[config.mk]
export PLATFORM = sky130hd
export DESIGN_NAME = ecc_err_regs
export DESIGN_NICKNAME = d
export VERILOG_FILES = /design/src/rtl/ecc_err_regs.sv
export SDC_FILE = /design/constraint.sdc
export NUM_CORES = 1
export LEC_CHECK = 0
export BUFFER_PORTS_ARGS = -buffer_cell sky130_fd_sc_hd__buf_2
export CORE_MARGIN = 3
export CORE_UTILIZATION = 45
export DETAILED_ROUTE_END_ITERATION = 10
export PLACE_DENSITY_LB_ADDON = 0.05
export SYNTH_ARGS = -nofsm -noshare
export SYNTH_HDL_FRONTEND = slang
export SYNTH_SLANG_ARGS = --single-unit
[constraint.sdc]
create_clock -name clk -period 1.55 [get_ports clk]
set_clock_uncertainty 0.1 [all_clocks]
set_input_delay 0.155 -clock clk [delete_from_list [all_inputs] [get_ports clk]]
set_output_delay 0.155 -clock clk [all_outputs]
set_load 0.005 [all_outputs]
[src/rtl/ecc_err_regs.sv]
module ecc_err_regs (
  input  logic        clk,
  input  logic        rst_n,
  input  logic        bus_we,
  input  logic [3:0]  bus_addr,
  input  logic [31:0] bus_wdata,
  output logic [31:0] bus_rdata,
  input  logic        ce_evt,
  input  logic        ue_evt,
  input  logic [33:0] evt_addr,
  input  logic [63:0] evt_data,
  input  logic [7:0]  evt_synd,
  input  logic [13:0] evt_src,
  input  logic        ctrl_busy,
  input  logic        wr_valid,
  input  logic [7:0]  ecc_in,
  output logic [7:0]  ecc_out,
  output logic        irq
);
  localparam logic [3:0] A_CFG = 4'd0, A_MASK = 4'd1, A_STAT = 4'd2, A_ACK = 4'd3,
    A_CEAL = 4'd4, A_CEAH = 4'd5, A_CEDL = 4'd6, A_CEDH = 4'd7,
    A_UEAL = 4'd8, A_UEAH = 4'd9, A_UEDL = 4'd10, A_UEDH = 4'd11,
    A_SRC = 4'd12, A_INJ = 4'd13, A_BUSY = 4'd14;

  logic [1:0]  ecc_en;
  logic        gmask;
  logic [3:0]  imask, stat, ack, cur, stat_nxt;
  logic [33:0] ce_addr, ue_addr;
  logic [63:0] ce_data, ue_data;
  logic [7:0]  ce_synd, ue_synd, inj_pat;
  logic [13:0] ce_src, ue_src;
  logic        inj_wb, inj_fwc, inj_wr, en, ce_hit, ue_hit, ce_cap, ue_cap;

  assign en     = |ecc_en;
  assign ack    = (bus_we && bus_addr == A_ACK) ? bus_wdata[3:0] : 4'b0;
  assign cur    = stat & ~ack;
  assign ce_hit = ce_evt & en;
  assign ue_hit = ue_evt & en;
  assign ce_cap = ce_hit & ~cur[0];
  assign ue_cap = ue_hit & ~cur[2];
  assign inj_wr = bus_we && bus_addr == A_INJ && !ctrl_busy;

  always_comb begin
    stat_nxt = cur;
    if (ce_hit) begin
      stat_nxt[0] = 1'b1;
      if (cur[0]) stat_nxt[1] = 1'b1;
    end
    if (ue_hit) begin
      stat_nxt[2] = 1'b1;
      if (cur[2]) stat_nxt[3] = 1'b1;
    end
  end

  always_ff @(posedge clk) begin
    if (!rst_n) begin
      ecc_en  <= '0;
      gmask   <= 1'b1;
      imask   <= '0;
      stat    <= '0;
      ce_addr <= '0; ce_data <= '0; ce_synd <= '0; ce_src <= '0;
      ue_addr <= '0; ue_data <= '0; ue_synd <= '0; ue_src <= '0;
      inj_pat <= '0; inj_wb <= 1'b0; inj_fwc <= 1'b0;
    end else begin
      stat <= stat_nxt;
      if (bus_we && bus_addr == A_CFG) ecc_en <= bus_wdata[17:16];
      if (bus_we && bus_addr == A_MASK) begin
        gmask <= bus_wdata[31];
        imask <= bus_wdata[3:0];
      end
      if (ce_cap) begin
        ce_addr <= evt_addr; ce_data <= evt_data;
        ce_synd <= evt_synd; ce_src  <= evt_src;
      end
      if (ue_cap) begin
        ue_addr <= evt_addr; ue_data <= evt_data;
        ue_synd <= evt_synd; ue_src  <= evt_src;
      end
      if (inj_wr) begin
        inj_pat <= bus_wdata[23:16];
        inj_wb  <= bus_wdata[24];
        inj_fwc <= bus_wdata[8];
      end else if (wr_valid && inj_fwc) begin
        inj_fwc <= 1'b0;
      end
    end
  end

  assign ecc_out = ecc_in ^ (inj_fwc ? inj_pat : 8'h00);
  assign irq     = ~gmask & |(stat & ~imask);

  always_comb begin
    case (bus_addr)
      A_CFG:   bus_rdata = {14'b0, ecc_en, 16'b0};
      A_MASK:  bus_rdata = {gmask, 27'b0, imask};
      A_STAT:  bus_rdata = {28'b0, stat};
      A_CEAL:  bus_rdata = ce_addr[31:0];
      A_CEAH:  bus_rdata = {16'b0, ce_synd, 6'b0, ce_addr[33:32]};
      A_CEDL:  bus_rdata = ce_data[31:0];
      A_CEDH:  bus_rdata = ce_data[63:32];
      A_UEAL:  bus_rdata = ue_addr[31:0];
      A_UEAH:  bus_rdata = {16'b0, ue_synd, 6'b0, ue_addr[33:32]};
      A_UEDL:  bus_rdata = ue_data[31:0];
      A_UEDH:  bus_rdata = ue_data[63:32];
      A_SRC:   bus_rdata = {2'b0, ce_src, 2'b0, ue_src};
      A_INJ:   bus_rdata = {7'b0, inj_wb, inj_pat, 7'b0, inj_fwc, 8'b0};
      A_BUSY:  bus_rdata = {31'b0, ctrl_busy};
      default: bus_rdata = 32'b0;
    endcase
  end


  fwc_clear_chk: assert property (@(posedge clk) disable iff (!rst_n)
    (inj_fwc && wr_valid && !(bus_we && bus_addr == A_INJ)) |=> !inj_fwc);

  ce_freeze_chk: assert property (@(posedge clk) disable iff (!rst_n)
    (stat[0] && !ack[0]) |=> ($stable(ce_addr) && $stable(ce_data)));

  ue_freeze_chk: assert property (@(posedge clk) disable iff (!rst_n)
    (stat[2] && !ack[2]) |=> ($stable(ue_addr) && $stable(ue_data)));

  dis_chk: assert property (@(posedge clk) disable iff (!rst_n)
    !en |=> ((stat & ~$past(stat)) == 4'b0));

  busy_chk: assert property (@(posedge clk) disable iff (!rst_n)
    (bus_we && bus_addr == A_INJ && ctrl_busy) |=> ($stable(inj_pat) && $stable(inj_wb)));

  gmask_chk: assert property (@(posedge clk) disable iff (!rst_n)
    gmask |-> !irq);
endmodule

==> flow_summary.html <==
<table>
<tr><th>Metric</th><th>Value</th></tr>
<tr><th colspan="2">Status</th></tr>
<tr><td>Run status</td><td>finished, violations left</td></tr>
<tr><td>Violations in the final reports</td><td>setup timing</td></tr>
<tr><th colspan="2">Setup path</th></tr>
<tr><td>Maximum fanout count along the critical path</td><td>2</td></tr>
<tr><td>Kind of start point of the critical path</td><td>register</td></tr>
<tr><td>Setup CP Type</td><td>reg2out</td></tr>
<tr><td>Worst EP arrival</td><td>1.93 ns</td></tr>
<tr><td>Endpoint type of the worst setup path</td><td>primary output</td></tr>
<tr><td>Worst reg2reg path depth</td><td>9</td></tr>
<tr><td>Worst path required time</td><td>1.29 ns</td></tr>
<tr><th colspan="2">Global routing</th></tr>
<tr><td>Global-route wire length before repair</td><td>82700 µm</td></tr>
<tr><td>Pin count of the biggest net entering global routing</td><td>70</td></tr>
<tr><td>Overall fraction of global-route tracks in use</td><td>34.4%</td></tr>
<tr><td>Overflow left after global routing</td><td>0</td></tr>
<tr><td>Antenna violations before repair</td><td>0</td></tr>
<tr><td>Via count of the first global-routing pass</td><td>13600</td></tr>
<tr><th colspan="2">Routing</th></tr>
<tr><td>ANT nets after route</td><td>0</td></tr>
<tr><td>Number of search-and-repair iterations in the first detailed-routing pass</td><td>6</td></tr>
<tr><td>Post-detailed-route via-to-cell ratio</td><td>6.45</td></tr>
<tr><td>Final routed DRC violation total</td><td>0</td></tr>
<tr><td>Number of DRC markers in iteration 0</td><td>2106</td></tr>
<tr><td>DRT Wirelength</td><td>66700 µm</td></tr>
<tr><td>Routed length per instance</td><td>27.8 µm</td></tr>
<tr><td>Vias after detailed routing</td><td>15500</td></tr>
<tr><th colspan="2">Layout</th></tr>
<tr><td>Commonest cells after routing, fill and taps aside</td><td>sky130_fd_sc_hd__a21boi_1, sky130_fd_sc_hd__dfxtp_1, sky130_fd_sc_hd__buf_2</td></tr>
<tr><td>Share of layout cells above drive strength 1</td><td>49.4%</td></tr>
<tr><td>Post-layout nets</td><td>2167</td></tr>
<tr><td>Area overhead of the layout relative to synthesis</td><td>71.8%</td></tr>
<tr><td>Most frequent standard cell in the layout excluding fill and tap cells</td><td>sky130_fd_sc_hd__a21boi_1</td></tr>
<tr><td>Antenna cells</td><td>0</td></tr>
<tr><td>Area of all placed cells without fillers</td><td>0.0221 mm²</td></tr>
<tr><td>Final core occ</td><td>78.9%</td></tr>
<tr><th colspan="2">STA</th></tr>
<tr><td># setup viols final</td><td>284</td></tr>
<tr><td>Max-slew violation total from the final report</td><td>0</td></tr>
<tr><td>Headroom to the max-slew limit</td><td>68.7%</td></tr>
<tr><td>Final Hold Fails</td><td>0</td></tr>
<tr><td>Worst-margin pin slew</td><td>0.468 ns</td></tr>
<tr><td>Achievable clock frequency</td><td>457 MHz</td></tr>
<tr><td>Final worst path period share</td><td>141%</td></tr>
<tr><td>RSZ-0062 raised after global routing</td><td>yes</td></tr>
<tr><td>Min cycle time layout</td><td>2.19 ns</td></tr>
<tr><td>Setup slack of the critical path after layout</td><td>-0.636 ns</td></tr>
<tr><th colspan="2">Floorplanning</th></tr>
<tr><td>Row cnt</td><td>61</td></tr>
<tr><td>Count of pins on the block boundary</td><td>212</td></tr>
<tr><td>Core box area</td><td>0.0280 mm²</td></tr>
<tr><td>Initial core utilization</td><td>45.9%</td></tr>
<tr><td>Die width</td><td>175 µm</td></tr>
<tr><td>Height of the die</td><td>175 µm</td></tr>
<tr><td>Die footprint</td><td>0.0307 mm²</td></tr>
<tr><th colspan="2">Logic synthesis</th></tr>
<tr><td>Fraction of synthesis flops using an asynchronous set or reset pin</td><td>0%</td></tr>
<tr><td>Leading register cell type out of synthesis</td><td>sky130_fd_sc_hd__dfxtp_1</td></tr>
<tr><td>Sequential fraction of the synthesis area</td><td>40.6%</td></tr>
<tr><td>Warning count from the yosys run</td><td>0</td></tr>
<tr><td>Avg Cell Area, Syn</td><td>8.44 µm²</td></tr>
<tr><td>Count of different cell masters after synthesis</td><td>61</td></tr>
<tr><td>Netlist area before placement</td><td>0.0129 mm²</td></tr>
<tr><td>Synth Net Count</td><td>1695</td></tr>
<tr><td>Post-synthesis cell count</td><td>1524</td></tr>
<tr><td>Number of enable flip-flop cells after synthesis</td><td>0</td></tr>
<tr><td>Seq cells post-synth</td><td>261</td></tr>
<tr><th colspan="2">CTS</th></tr>
<tr><td>Number of levels in the clock H-tree</td><td>1</td></tr>
<tr><td>CTS root buf</td><td>sky130_fd_sc_hd__clkbuf_16</td></tr>
<tr><td>Clock latency on the worst-skew pair</td><td>0.56 ns</td></tr>
<tr><td>Clock-pin slew reported for the worst setup and hold paths after clock tree synthesis</td><td>0.06 ns</td></tr>
<tr><td>Clk sink count</td><td>261</td></tr>
<tr><td>TritonCTS clock tree</td><td>built</td></tr>
<tr><td>TritonCTS buffer count</td><td>29</td></tr>
<tr><td>Max Root-Sink Buffers</td><td>3</td></tr>
<tr><th colspan="2">Placed design</th></tr>
<tr><td>Final GP Congestion</td><td>0.954</td></tr>
<tr><td>Number of port buffers</td><td>194</td></tr>
<tr><td>Placed inst area</td><td>0.0158 mm²</td></tr>
<tr><td>Total half-perimeter wirelength after legalization and detailed placement</td><td>38100 µm</td></tr>
<tr><td>Dpl ws</td><td>-0.555 ns</td></tr>
<tr><th colspan="2">Flow run</th></tr>
<tr><td>Number of max-cap violations</td><td>0</td></tr>
<tr><th colspan="2">Pwr</th></tr>
<tr><td>Largest vdd supply drop</td><td>0.766 mV</td></tr>
<tr><td>Static Leak</td><td>0.00806 µW</td></tr>
<tr><td>Power per unit of standard cell area</td><td>746 mW/mm²</td></tr>
<tr><th colspan="2">Hold path</th></tr>
<tr><td>Number of cells on the worst hold path</td><td>6</td></tr>
<tr><td>Class of the tightest hold or removal check</td><td>in2reg</td></tr>
</table>
## sequential cells by signal, indices dropped and copies added, names as in the netlist
register	flops
imask	4
ue_addr	34
inj_fwc	1
ce_data	64
ce_addr	34
ue_synd	8
ce_src	14
ue_data	64
gmask	1
inj_wb	1
stat	4
ue_src	14
inj_pat	8
ecc_en	2
ce_synd	8
## worst max-delay path, cell delays in order, from the launching register on
cell	delay [ns]
sky130_fd_sc_hd__dfxtp_2	0.34
sky130_fd_sc_hd__mux4_2	0.53
sky130_fd_sc_hd__a22oi_2	0.27
sky130_fd_sc_hd__o21ai_2	0.10
sky130_fd_sc_hd__buf_2	0.14
## final cells by class
class / instances / area [µm²]
multi-input cells: 1083 / 9000
repair buffers: 614 / 6270
fillers: 1787 / 5910
flip-flops and latches: 261 / 5310
clock buffers: 39 / 813
well taps: 378 / 473
clock inverters: 14 / 204
inverters: 7 / 26.3
## power by group
group / switching, µW / internal (µW) / total (µW)
registers: 57.4 / 6760 / 6820
clock network: 2980 / 4500 / 7480
logic: 1120 / 1070 / 2190
total: 4160 / 12300 / 16500
## Yosys cell counts (all sizes together), types with 2 or more instances
master   instances  area share, %
a2111oi          2           0.14
a211o            4           0.27
a21boi         249             15
a21oi           12           0.47
a221o            5           0.39
a221oi           5           0.34
a22o            18            1.2
a22oi           34            2.0
a2bb2oi          3           0.20
a31oi            5           0.29
a32o             4           0.31
a32oi           13           0.89
and2             2          0.097
and3             3           0.15
buf             96            3.8
clkbuf          78            2.3
dfxtp          261             41
inv              7           0.20
mux2            20            1.8
mux2i           43            3.3
nand2           40            1.2
nand2b           4           0.19
nand3          263             10
nor2            16           0.49
nor2b           20           0.97
nor3             8           0.31
nor3b            4           0.27
o21a             3           0.18
o21ai          257             10
o221ai           6           0.41
o22a             2           0.14
o22ai            8           0.39
o2bb2ai          4           0.27
or3b             2           0.14
xnor2            8           0.54
## per-layer routing
metal,GRT usage (%),part of all wire [%],vias up
met5,0,0,-
met4,16.0,6.9,0
met3,4.37,12,275
met2,54.8,44,1167
met1,46.5,37,7400
li1,-,-,6620
## through the flow
step           hold slack [ns]  std cells  TNS [ns]  total power, µW
2_1_floorplan            0.190       1524         0             7560
3_3_place_gp             0.299       2126    -83.52             8440
3_5_place_dp             0.303       2126    -88.54             8440
4_1_cts                 0.0652       2315    -13.05            16100
5_1_grt                  0.174       2396    -44.73            16800
6_report                 0.141       2396    -37.68            16500
## final timing paths
path	from	to	slack (ns)
max	ce_data[45]	bus_rdata[13]	-0.64
min	bus_we	inj_fwc	0.14
max reg2reg	ecc_en[0]	ue_src[8]	-0.20
min reg2reg	ce_data[2]	ce_data[2]	0.35
## logic make-up after synthesis
group	share of synthesized area (%)
xor+xnor	0.545
flops	40.6
buf+inv	6.26
mux	5.27
simple gates	14.3
compound gates	33.0
## timing repair
item,in CTS,in global routing
hold buffers,137,0
gates cloned,0,57
setup buffers,1,24
endpoints found under the setup margin,41,259
resized for setup,138,469
pin swaps,36,411
endpoints found under the hold margin,260,0
(Power assumes the default switching activity.)
